<file path="src/rtl/fir_multiform.sv">
module fir_multiform #(
  parameter int TAPS = 4,
  parameter int W    = 16,
  parameter int ARCH = 0
) (
  input  logic                    clk,
  input  logic                    rst,
  input  logic                    coef_we,
  input  logic [$clog2(TAPS)-1:0] coef_addr,
  input  logic signed [W-1:0]     coef_data,
  input  logic                    in_valid,
  input  logic signed [W-1:0]     in_sample,
  output logic                    out_valid,
  output logic signed [W-1:0]     out_sample,
  output logic                    reject_err
);
  logic signed [W-1:0] coef [TAPS];
  logic busy, accept;

  function automatic logic signed [W-1:0] mulw(logic signed [W-1:0] a, logic signed [W-1:0] b);
    logic signed [2*W-1:0] p;
    p = a * b;
    return p[W-1:0];
  endfunction

  always_ff @(posedge clk)
    if (coef_we && int'(coef_addr) < TAPS) coef[coef_addr] <= coef_data;

  assign accept = in_valid & ~busy;

  always_ff @(posedge clk)
    if (rst) reject_err <= 1'b0;
    else     reject_err <= in_valid & busy;

  generate
    if (ARCH == 1) begin : g_transposed
      logic signed [W-1:0] part [TAPS-1];
      logic signed [W-1:0] nsum [TAPS];
      assign busy = 1'b0;
      always_comb
        for (int k = 0; k < TAPS; k++)
          nsum[k] = (k == 0 ? '0 : part[k-1]) + mulw(coef[TAPS-1-k], in_sample);
      always_ff @(posedge clk)
        if (rst) begin
          for (int k = 0; k < TAPS-1; k++) part[k] <= '0;
          out_valid  <= 1'b0;
          out_sample <= '0;
        end else begin
          out_valid <= accept;
          if (accept) begin
            for (int k = 0; k < TAPS-1; k++) part[k] <= nsum[k];
            out_sample <= nsum[TAPS-1];
          end
        end
    end else begin : g_window
      logic signed [W-1:0] hist [TAPS];
      logic signed [W-1:0] nw   [TAPS];
      always_comb begin
        nw[0] = in_sample;
        for (int i = 1; i < TAPS; i++) nw[i] = hist[i-1];
      end
      always_ff @(posedge clk)
        if (rst) for (int i = 0; i < TAPS; i++) hist[i] <= '0;
        else if (accept) hist <= nw;

      if (ARCH == 2) begin : g_pipelined
        logic signed [W-1:0] prod [TAPS];
        logic signed [W-1:0] acc;
        logic v1;
        always_comb begin
          acc = '0;
          for (int i = 0; i < TAPS; i++) acc = acc + prod[i];
        end
        always_ff @(posedge clk)
          if (rst) begin
            busy <= 1'b0;
            v1   <= 1'b0;
            for (int i = 0; i < TAPS; i++) prod[i] <= '0;
            out_valid  <= 1'b0;
            out_sample <= '0;
          end else begin
            busy      <= accept;
            v1        <= accept;
            out_valid <= v1;
            if (accept)
              for (int i = 0; i < TAPS; i++) prod[i] <= mulw(coef[i], nw[i]);
            if (v1) out_sample <= acc;
          end
      end else begin : g_direct
        logic signed [W-1:0] acc;
        assign busy = 1'b0;
        always_comb begin
          acc = '0;
          for (int i = 0; i < TAPS; i++) acc = acc + mulw(coef[i], nw[i]);
        end
        always_ff @(posedge clk)
          if (rst) begin
            out_valid  <= 1'b0;
            out_sample <= '0;
          end else begin
            out_valid <= accept;
            if (accept) out_sample <= acc;
          end
      end
    end
  endgenerate
endmodule

</file>
<file path="config.mk">
export PLATFORM = sky130hd
export DESIGN_NAME = fir_multiform
export DESIGN_NICKNAME = d
export VERILOG_FILES = /design/src/rtl/fir_multiform.sv
export SDC_FILE = /design/constraint.sdc
export NUM_CORES = 1
export LEC_CHECK = 0
export ABC_AREA = 1
export BUFFER_PORTS_ARGS = -buffer_cell sky130_fd_sc_hd__buf_2
export CAP_MARGIN = 10
export CORE_ASPECT_RATIO = 0.8
export CORE_MARGIN = 1.5
export CORE_UTILIZATION = 65
export CTS_CLUSTER_SIZE = 12
export DETAILED_ROUTE_END_ITERATION = 16
export PLACE_DENSITY = 0.82
export SYNTH_ARGS = -nofsm -noshare
export SYNTH_HDL_FRONTEND = slang
export SYNTH_SLANG_ARGS = --single-unit
</file>
<file path="constraint.sdc">
create_clock -name clk -period 19 [get_ports clk]
set_input_delay 4.75 -clock clk [delete_from_list [all_inputs] [get_ports clk]]
set_output_delay 4.75 -clock clk [all_outputs]
set_load 0.05 [all_outputs]
</file>
After elaboration in Yosys (flattened, before gate mapping)

Memories as Yosys holds them, arrays and structs flattened.
Cells that the tools add are included.

Output and inout bits: 18
Bits in writable memories: 64
Memories kept: 1
Register bits after elaboration: 65
Input bits: 38
Word-level logic and storage cells: 15

$add $sub $neg: 3
Mux-type cells: 2
Multiply operators: 4

Memories:

| name | depth | width | read ports | clocked after Yosys merged registers in | write ports | line | text |
|---|---|---|---|---|---|---|---|
| coef | 4     | 16    | 4          | 0                                       | 1           | 17   | `logic signed [W-1:0] coef [TAPS];` |

Operators by type and width:

| kind                         | number |
|---|---|
| multiplier 16 x 16 -> 16 bit | 4 |
| adder 16 bit                 | 3 |
| 2-to-1 mux 1 bit             | 2 |

Longest topological paths before layout

Gate-level depths: netlist of run 1.
An unclocked memory read counts as a cell.

Depth after elaboration: 5
Depth in mapped cells: 41
Gate-level depth less buffers: 40

Worst setup path before layout of run 1

No wires, ideal clock.

Path kind: input to register
Start point: input port in_sample[1]
End point: register out_sample[14]
Data required time: 18.885 ns
Library setup time: 0.115 ns
Arrival time: 11.602 ns
Stages on the path: 31
Slack: 7.283 ns
Path buffers: 2
Path through: buf_4 > clkbuf_1 > nand2_1 > fa_1 > fa_1 > inv_1 > fa_1 > ha_1 > fa_1 > inv_1 > fa_1 > inv_1 > fa_1 > fa_1 > fa_1 > inv_1 > fa_1 > inv_1 > ha_1 > a21oi_1 > o21ai_0 > a21oi_1 > nor2_1 > o21ai_0 > nand2_1 > a21oi_1 > nor2_1 > nor2_1 > xnor2_1 > o21ai_0 > inv_1

Cells in the longest elaborated chain, start to end: 4

RTL lines:

| element                      | line | text |
|---|---|---|
| from (decl)                  | 12   | `input logic signed [W-1:0] in_sample,` |
| multiplier 16 x 16 -> 16 bit | 22   | `p = a * b;` |
| adder 16 bit (3 in series)   | 94   | `for (int i = 0; i < TAPS; i++) acc = acc + mulw(coef[i], nw[i]);` |
| to (signal assigned)         | 99   | `out_sample <= '0;` |
| to (signal assigned)         | 102  | `if (accept) out_sample <= acc;` |
| to (decl)                    | 14   | `output logic signed [W-1:0] out_sample,` |

No other way between the ends.
A chain may end at the register's enable or synchronous reset.

Worst setup path in the final report of run 1

Start point: input port in_sample[1]
End point: register out_sample[15]

Same word-level chain as after synthesis.

==> results.toml, run 1 <==
[synthesis]
sequential_fraction_of_the_synthesis_area_pct = 14.4
synth-simple-area-share_pct = 17.8
synth_flop_cell = "dfxtp_1"
synth.cell_area_um2 = 22400
synth_area_per_cell_um2 = 7.72
combinational_family_with_the_most_area_after_synthesis = "adder cells"
post_synthesis_cell_count = 2897
synth-compound-area-share_pct = 1.87
async_reset_ff_share_pct = 0
netlist_cell_types = 33
yosys_warn_count = 0
synth-seq-cells = 129
number_of_enable_flip_flop_cells_after_synthesis = 64
post_synth_xor_area_fraction_pct = 2.06
postSynthNetCount = 3529
synth.area.mux_share_pct = 0
post_synth_fa_ha_maj_area_fraction_pct = 46.3

[power]
combPwrFrac_pct = 76.5
seq_power_share_pct = 11.9
power.net_switching_uw = 1610
clock_power_share_pct = 11.6
internal-power_uw = 1430
report.power.total_uw = 3040
pwr_density_cell_nw_per_um2 = 130
vdd_drop_max_uv = 318
p_sw_share_pct = 53.0
leakagePower_uw = 0.0143

[cts]
cts_buffers = 17
cts.root.buffer_cell = "clkbuf_16"
cts.reportedPaths.clkPinSlew_ps = 70
post_cts_resize_count = 0
clock_tree_from_tritoncts = "built"
post-cts-setup-buffers = 0
cts_htree_levels = 4
cts.path.max_buffers = 2
cts.sinks = 129
hold_buffers = 0
clock_insertion_delay_worst_skew_ps = 450

[critical_path]
critical-path-top-cell-by-count = "fa_1"
crit_path_max_fanout = 17
timing.critical_path.to_type = "flip-flop"
cpPeakStageDelay_ps = 580
critical_path.slowest_cell = "fa_1"
startpoint_type = "input pin"
timing_worst_setup_path_type = "in2reg"
crit_arrival_ps = 12030
critical_path_required_ps = 19350

[place]
io_buffers = 54
gp_routability_congestion = 0.947
place.detailed.hpwl_mm = 48.8

[drt]
detail_route.first_pass.iterations = 6
drc = 0
route.detailed.vias_per_inst = 5.44
wl_mm = 61.1
drt_iter0_drc = 1756
detailroute.via_count = 18000
final_antenna_net_count = 0
drt-wirelength-per-cell_um = 18.4

[floorplan]
fp.dieH_um = 169
initial_utilization_pct = 66.2
die_area_um2 = 35500
boundaryPins = 56
placement_rows = 60
fp.dieW_um = 210
design.core.area_um2 = 33800

[hold_path]
timing.hold.worst.class = "reg2reg"

[global_route]
grt_usage_pct = 36.9
grt_pass1_vias = 19000
number_of_antenna_violations_at_the_first_check_in_global_routing = 3
grt.overflow.total = 0
grt_start_max_net_pins = 66
grt_first_pass_wirelength_mm = 98.9

[timing]
hold_viol_final = 0
period_minus_slack_ps = 11680
finalClockSkew_ps = 18.5
final.period_utilization_pct = 61.5
setup-violations-final = 0
worst_slew_pin_slew_ps = 1130
setup_repair_after_global_routing_missed_its_margin = "false"
maxClockFrequency_ghz = 0.0856
timing.slew.headroom_pct = 24.1
finalSetupTns_ps = 0
maxSlewViolCount = 0

[final_layout]
area_growth_pct = 4.42
post-route-util_pct = 69.2
layout_cells_sized_above_1_pct = 3.62
layout.nets = 3494

[run]
drv.max_cap_violation_count = 0

[run_status]
status = "finished clean"
[synth_stat cells, types with 8 or more instances]
master | instances | area [µm²]
buf_4 | 13 | 97.6
clkbuf_1 | 72 | 270
nor2_1 | 43 | 161
fa_1 | 390 | 7810
dfxtp_1 | 65 | 1300
nand2_1 | 885 | 3320
inv_1 | 903 | 3390
a21oi_1 | 62 | 310
edfxtp_1 | 64 | 1920
ha_1 | 204 | 2550
nand3_1 | 69 | 345
buf_2 | 21 | 105
xor2_1 | 28 | 245
nand3b_1 | 8 | 60.1
o21ai_0 | 13 | 65.1
xnor2_1 | 22 | 193
[final cells by class]
cell class              count  area (µm²)
well taps                 434         543
repair buffers             62         330
diodes                      3        7.51
inverters                 905        3400
multi-input cells        1747       15300
clock inverters            14         176
flip-flops and latches    129        3220
clock buffers              18         429
fillers                  2657       10400
[routing by layer]
metal | vias to the layer above | GRT usage (%) | wire (µm)
li1 | 8075 | - | -
met1 | 8761 | 49.4 | 23600
met2 | 1001 | 59.5 | 28000
met3 | 162 | 7.33 | 6850
met4 | 6 | 15.0 | 2550
met5 | - | 0 | 39
[kinds of logic (layout without fill, tap and decap cells)]
| logic type | count (synthesis) | count (layout) |
|---|---|---|
| AO/OA/AOI/OAI | 81 | 81 |
| XOR/XNOR | 51 | 51 |
| adder cells (fa/ha/maj) | 594 | 594 |
| buffers and inverters | 1021 | 999 |
| flip-flops | 129 | 129 |
| other | 1 | 4 |
| AND/OR/NAND/NOR | 1020 | 1020 |
[sequential cells by signal, indices dropped and copies added, names as in the netlist]
name and count:
coef 64, g_window.hist 48, out_sample 16, out_valid 1
[through the flow]
| step | cells | hold slack, ps | setup slack, ps | cell area, µm² |
|---|---|---|---|---|
| finish | 3312 | 459 | 7320 | 23400 |
| global route | 3309 | 477 | 6950 | 23400 |
| CTS | 3309 | 464 | 7420 | 23400 |
| detailed placement | 3277 | 452 | 6950 | 22700 |
| global placement | 3277 | 449 | 7170 | 22700 |
| floorplan | 2897 | 453 | 7280 | 22400 |
[final timing paths]
check | startpoint | endpoint | slack, ps | depth (start not counted)
max | in_sample[1] | out_sample[15] | 7320 | 32
min | out_sample[3] | out_sample[3] | 460 | 2
max reg2reg | g_window.hist[34] | out_sample[14] | 10830 | 29
min reg2reg | out_sample[3] | out_sample[3] | 460 | 2
[power by group through the flow]
stage          registers, µW  logic (µW)  clock network (µW)
2_1_floorplan            375        1680                   0
3_3_place_gp             363        2190                   0
3_5_place_dp             364        2280                   0
4_1_cts                  358        2310                 353
5_1_grt                  362        2640                 363
6_report                 361        2320                 352
[placed cells by master, fill, tap and decap left out, drive strengths merged, types with 2 or more instances in the layout]
cell | Yosys | routed
dfxtp | 65 | 65
nand3 | 71 | 71
bufinv | 0 | 3
nor2 | 44 | 44
diode | 0 | 3
nor3 | 4 | 4
or2 | 2 | 2
a21oi | 62 | 62
inv | 904 | 909
clkinv | 1 | 4
clkinvlp | 0 | 3
fa | 390 | 390
buf | 40 | 62
a21o | 2 | 2
nand3b | 8 | 8
xor2 | 28 | 28
clkbuf | 76 | 18
a211oi | 3 | 3
ha | 204 | 204
nand2 | 889 | 889
o21ai | 13 | 13
nand4 | 2 | 2
xnor2 | 22 | 22
edfxtp | 64 | 64
[critical path, delay by kind of cell]
kind / cells / cell delay, ps
buffers and inverters: 8 / 710
AO/OA/AOI/OAI: 5 / 990
AND/OR/NAND/NOR: 8 / 710
adder cells (fa/ha/maj): 11 / 4850
Note: power is estimated with default switching activity, not from simulation.
==> run 2, diff against run 1 <==
- ABC_AREA: 1 -> 0
- CORE_UTILIZATION: 65 -> 59
- PLACE_DENSITY: 0.82 -> 0.79
- clock period: 19 -> 9.4 ns (I/O delays scaled with it)
==> run 2 against run 1 <==
Against the previous run:
- clock skew shrank 3.9 ps
- highest routed layer is now met4
- sequential power rose by 100%
- die area increased by 2.9%
- largest power group unchanged
- largest cell class unchanged
==> results.toml, run 2 <==
[timing]
setup_repair_after_global_routing_missed_its_margin = "false"
setup-violations-final = 0
worst_slew_pin_slew_ps = 1160
period_minus_slack_ps = 9120
timing.slew.headroom_pct = 22.2
maxClockFrequency_ghz = 0.110
finalClockSkew_ps = 14.7
final.period_utilization_pct = 97.1
maxSlewViolCount = 0
hold_viol_final = 0
finalSetupTns_ps = 0

[global_route]
grt_start_max_net_pins = 67
number_of_antenna_violations_at_the_first_check_in_global_routing = 1
grt_pass1_vias = 15800
grt.overflow.total = 0
grt_first_pass_wirelength_mm = 85.6
grt_usage_pct = 31.7

[synthesis]
async_reset_ff_share_pct = 0
yosys_warn_count = 0
library_cell_with_the_highest_instance_count_after_synthesis = "inv_1"
synth_area_per_cell_um2 = 9.69
sequential_fraction_of_the_synthesis_area_pct = 15.4
post_synthesis_cell_count = 2157
synth.cell_area_um2 = 20900
synth-seq-cells = 129
netlist_top_cells_area = "fa_1 (37%), ha_1 (12%), edfxtp_1 (9.2%)"
number_of_enable_flip_flop_cells_after_synthesis = 64
synth_top_cell_by_area = "fa_1"
netlist_cell_types = 39
top_cell_type_s_share_of_synthesized_area_pct = 37.4
synth.cells.most_frequent = "inv_1 (507), fa_1 (390), and2_1 (275)"
postSynthNetCount = 2789
synth_flop_cell = "dfxtp_1"

[critical_path]
timing.critical_path.to_type = "flip-flop"
timing.critical_path.from = "in_sample[1]"
timing.rr.start = "g_window.hist[50]"
critical_path_required_ps = 9740
timing_worst_setup_path_type = "in2reg"
crit_arrival_ps = 9470
startpoint_type = "input pin"
crit_path_max_fanout = 12

[drt]
wl_mm = 52.9
route.detailed.vias_per_inst = 5.40
drc = 0
detailroute.via_count = 14400
drt-wirelength-per-cell_um = 19.8
final_antenna_net_count = 0
detail_route.first_pass.iterations = 5
drt_iter0_drc = 1096

[final_layout]
layout_cells_sized_above_1_pct = 5.42
layout.nets = 2815
area_growth_pct = 6.77
post-route-util_pct = 64.1
nFillCells = 2783
top_register = "coef"
final_cell_count_no_fill = 2668
final_design_area_no_fill_um2 = 22300
insertedDiodeCount = 0
biggestRegsByFlops = "coef (64), g_window.hist (48), out_sample (16)"
most-common-layout-cells = "inv_1 (507), fa_1 (390), and2_1 (275), nand2_1 (269), ha_1 (204)"
largest_register_ff_count = 64
mostFrequentLayoutCell = "inv_1"

[run_status]
status = "finished clean"

[hold_path]
timing.hold.worst.class = "reg2reg"
timing.hold.worst.start = "out_sample[11]"

[place]
gp_routability_congestion = 0.940
post_dp_cell_area_um2 = 21700
place.detailed.hpwl_mm = 44.4
io_buffers = 54
count_of_placed_standard_cells_including_taps = 2636

[cts]
clock_insertion_delay_worst_skew_ps = 450
cts.path.max_buffers = 2
clock_tree_from_tritoncts = "built"
cts_buffers = 17
cts.sinks = 129
cts_htree_levels = 4
cts.reportedPaths.clkPinSlew_ps = 70
cts.root.buffer_cell = "clkbuf_16"

[floorplan]
fp.dieH_um = 171
die_area_um2 = 36600
boundaryPins = 56
placement_rows = 61
initial_utilization_pct = 60.0
design.core.area_um2 = 34800
fp.dieW_um = 213

[power]
report.power.total_uw = 7290
pwr_density_cell_nw_per_um2 = 327
p_sw_share_pct = 48.0
seq_power_share_pct = 10.0
power.net_switching_uw = 3500
combPwrFrac_pct = 80.3
internal-power_uw = 3790
leakagePower_uw = 0.0111
clock_power_share_pct = 9.7
vdd_drop_max_uv = 908

[run]
drv.max_cap_violation_count = 0
[run 2: cell types whose count changed after synthesis, sizes merged, moves of 7 or more]
| cell | change |
|---|---|
| and2 | +275 |
| inv | -397 |
| nand3 | -71 |
| nor2 | +23 |
| mux2i | +60 |
| xor2 | -8 |
| buf | -28 |
| clkbuf | -10 |
| xnor2 | +95 |
| a21oi | -54 |
| nand2 | -620 |
| o21ai | -11 |
| nand3b | -7 |
[run 2: worst paths after layout]
path,depth (start not counted),endpoint,slack (ps)
setup / recovery,28,out_sample[15],280
hold / removal,2,out_sample[11],490
setup reg to reg,28,out_sample[15],1320
hold reg to reg,2,out_sample[11],490
[run 2: critical path, stage by stage]
cell and delay (ps):
buf_2 130, buf_4 190, and2_1 170, fa_1 530, inv_1 50, fa_1 500
inv_1 60, fa_1 480, ha_1 300, inv_1 60, fa_1 460, fa_1 490
inv_1 50, fa_1 500, inv_1 60, fa_1 550, fa_1 440, fa_1 500
inv_1 40, ha_1 320, nand2_1 60, o21ai_1 200, nand4_1 160, a31oi_1 260
buf_4 170, nor2_4 40, xnor2_1 130, a22o_1 210
[run 2: kinds of logic (layout without fill, tap and decap cells)]
group,count (synthesis),count (layout),synth area share (%)
buf+inv,585,624,10.6
flops,129,129,15.4
simple gates,623,623,14.7
xor+xnor,139,139,5.99
mux,60,60,2.87
compound gates,26,26,0.838
fa+ha+maj,594,594,49.6
other cells,1,1,0.0179
[run 2: area by class of cell]
class	instances	area (µm²)	share of cell area, %
Tap cell	472	591	2.65
Clock buffer	19	433	1.94
Inverter	507	1900	8.53
Sequential cell	129	3220	14.4
Multi-Input combinational cell	1443	15500	69.4
Timing Repair Buffer	85	505	2.27
Clock inverter	13	175	0.785
[run 2: timing repair]
| item | in CTS | in global routing |
|---|---|---|
| hold buffers | 0 | 0 |
| endpoints found under the setup margin | 0 | 1 |
| hold endpoints to repair | 0 | 0 |
| buffers inserted | 0 | 0 |
| resized for setup | 0 | 2 |
[run 2: metrics by stage]
stage / hold WS, ps / worst slack [ps]
floorplan: 481 / 2.01
global placement: 466 / -155
detailed placement: 479 / -219
CTS: 493 / 223
global route: 526 / 7.73
finish: 490 / 276
[run 2: per-layer routing]
| metal | GRT usage [%] | wire (µm) | vias up |
|---|---|---|---|
| li1 | - | - | 6352 |
| met1 | 41.1 | 21400 | 7282 |
| met2 | 52.5 | 24900 | 633 |
| met3 | 5.77 | 4080 | 141 |
| met4 | 13.5 | 2590 | 0 |
| met5 | 0 | 0 | - |
[run 2: power by group through the flow]
stage | logic (µW) | registers (µW) | clock network [µW]
2_1_floorplan | 4160 | 756 | 0
3_3_place_gp | 5600 | 736 | 0
3_5_place_dp | 5770 | 739 | 0
4_1_cts | 5820 | 727 | 713
5_1_grt | 6550 | 735 | 739
6_report | 5850 | 731 | 705
==> run 3, diff against run 2 <==
- ABC_AREA: 0 -> default
- GPL_TIMING_DRIVEN: default -> 0
- REMOVE_ABC_BUFFERS: default -> 1
==> run 3 against run 2 <==
Against the previous run:
- register-to-register slack worse by 250 ps
- cell area down 0.71%
- power is 3.6% lower
- global-route usage is 0.91 points lower
- critical path depth shrank 2
- wire length shrank 2.8%
- non-clock buffer count is 27 lower
- setup slack got worse by 67 ps
- maximum frequency fell by 0.73%
- clock power is 4.7% lower
- sequential power is 0.5% higher
- critical path type unchanged
- largest cell class unchanged
==> results.toml, run 3 (synthesis gave the netlist of run 2 again) <==
[run_status]
status = "finished clean"

[cts]
cts.reportedPaths.clkPinSlew_ps = 60
hold_buffers = 0
cts_buffers = 17
cts.sinks = 129
clock_tree_from_tritoncts = "built"
clock_insertion_delay_worst_skew_ps = 450
post-cts-setup-buffers = 0
cts_htree_levels = 4
cts.root.buffer_cell = "clkbuf_16"
cts.path.max_buffers = 2

[drt]
detailroute.via_count = 14200
route.detailed.vias_per_inst = 5.39
wl_mm = 51.4
drc = 0
detail_route.first_pass.iterations = 6
drt_iter0_drc = 1083
final_antenna_net_count = 0
drt-wirelength-per-cell_um = 19.5

[global_route]
grt.overflow.total = 0
grt_usage_pct = 30.7
grt_pass1_vias = 15600
number_of_antenna_violations_at_the_first_check_in_global_routing = 0
grt_first_pass_wirelength_mm = 83.8
grt_start_max_net_pins = 49

[place]
place.detailed.hpwl_mm = 42.1
gp_routability_congestion = 0.953
io_buffers = 54

[floorplan]
fp.dieH_um = 171
design.core.area_um2 = 34800
fp.dieW_um = 213
die_area_um2 = 36600
placement_rows = 61
boundaryPins = 56
initial_utilization_pct = 60.0

[critical_path]
crit_path_max_fanout = 13
startpoint_type = "input pin"
crit_arrival_ps = 9520
crit_buf_inv = 6
critical_path_required_ps = 9730
critical-path-top-cell-by-count = "fa_1"
timing.critical_path.to_type = "flip-flop"
timing_worst_setup_path_type = "in2reg"
critical_path.slowest_cell = "fa_1"
cpPeakStageDelay_ps = 540
critical-path-top-delay-family = "adder cells"

[timing]
maxClockFrequency_ghz = 0.109
timing.slew.headroom_pct = 42.7
finalClockSkew_ps = 15.1
setup-violations-final = 0
finalSetupTns_ps = 0
maxSlewViolCount = 0
hold_viol_final = 0
worst_slew_pin_slew_ps = 858
setup_repair_after_global_routing_missed_its_margin = "false"
period_minus_slack_ps = 9190
final.period_utilization_pct = 97.8

[final_layout]
seqCellArea_um2 = 3220
largest_register_ff_count = 64
mostFrequentLayoutCell = "inv_1"
layout_cells_sized_above_1_pct = 4.52
area_occupied_by_multi_input_gates_um2 = 15500
top_register = "coef"
most-common-layout-cells = "inv_1 (507), fa_1 (389), and2_1 (273), nand2_1 (269), ha_1 (204)"
area_growth_pct = 6.01
layout.nets = 2788
biggestRegsByFlops = "coef (64), g_window.hist (48), out_sample (16)"
post-route-util_pct = 63.7
insertedDiodeCount = 0
nFillCells = 2791

[power]
report.power.total_uw = 7030
leakagePower_uw = 0.0110
vdd_drop_max_uv = 721
pwr_density_cell_nw_per_um2 = 317

[run]
drv.max_cap_violation_count = 0

[hold_path]
timing.hold.worst.class = "reg2reg"
## run 3: final timing paths
path,from,end,slack [ps],depth (start not counted)
worst max-delay path,in_sample[4],out_sample[15],210,26
worst max register to register,g_window.hist[49],out_sample[15],1070,28
worst min-delay path,out_sample[0],out_sample[0],490,2
worst min register to register,out_sample[0],out_sample[0],490,2
## run 3: layout make-up
type / count / area share [%]
multi-input cells: 1443 / 69.9
clock buffers: 18 / 1.98
flip-flops and latches: 129 / 14.5
repair buffers: 58 / 1.68
clock inverters: 14 / 0.644
well taps: 472 / 2.67
inverters: 507 / 8.59
## run 3: stage by stage
step                std cells  worst slack, ps  hold WS (ps)  cell area (µm²)
global placement         2605             -552           473            21500
global route             2641             16.6           519            22200
finish                   2641              209           488            22200
floorplan                2079              213           483            20600
detailed placement       2608             -613           479            21500
CTS                      2640             3.75           494            22100
## run 3: layer usage
metal	vias to the layer above	track usage (%)	wire, µm
met2	628	49.7	24200
met3	113	5.20	3970
met5	-	0	0
met1	7194	41.6	21300
met4	0	12.2	1900
li1	6305	-	-
## run 3: timing repair
action                     CTS  global route
hold endpoints to repair     0             0
pin swaps                    1            11
gates resized for setup      2            19
setup endpoints to repair    1             1
## run 3: report_power, final
| group | internal (µW) | total (µW) | switching, µW | leakage (µW) |
|---|---|---|---|---|
| Clock | 379 | 672 | 294 | 0.000289 |
| Combinational | 2560 | 5620 | 3060 | 0.00959 |
| Sequential | 651 | 735 | 84.4 | 0.00112 |
| Total | 3590 | 7030 | 3440 | 0.0110 |
## run 3: worst register-to-register path, delay by kind of cell (launching register included)
family | cells | cell delay (ps)
buffers and inverters | 8 | 440
adder cells (fa/ha/maj) | 10 | 4950
XOR/XNOR | 8 | 1570
AND/OR/NAND/NOR | 1 | 190
AO/OA/AOI/OAI | 1 | 190
flip-flops | 1 | 870
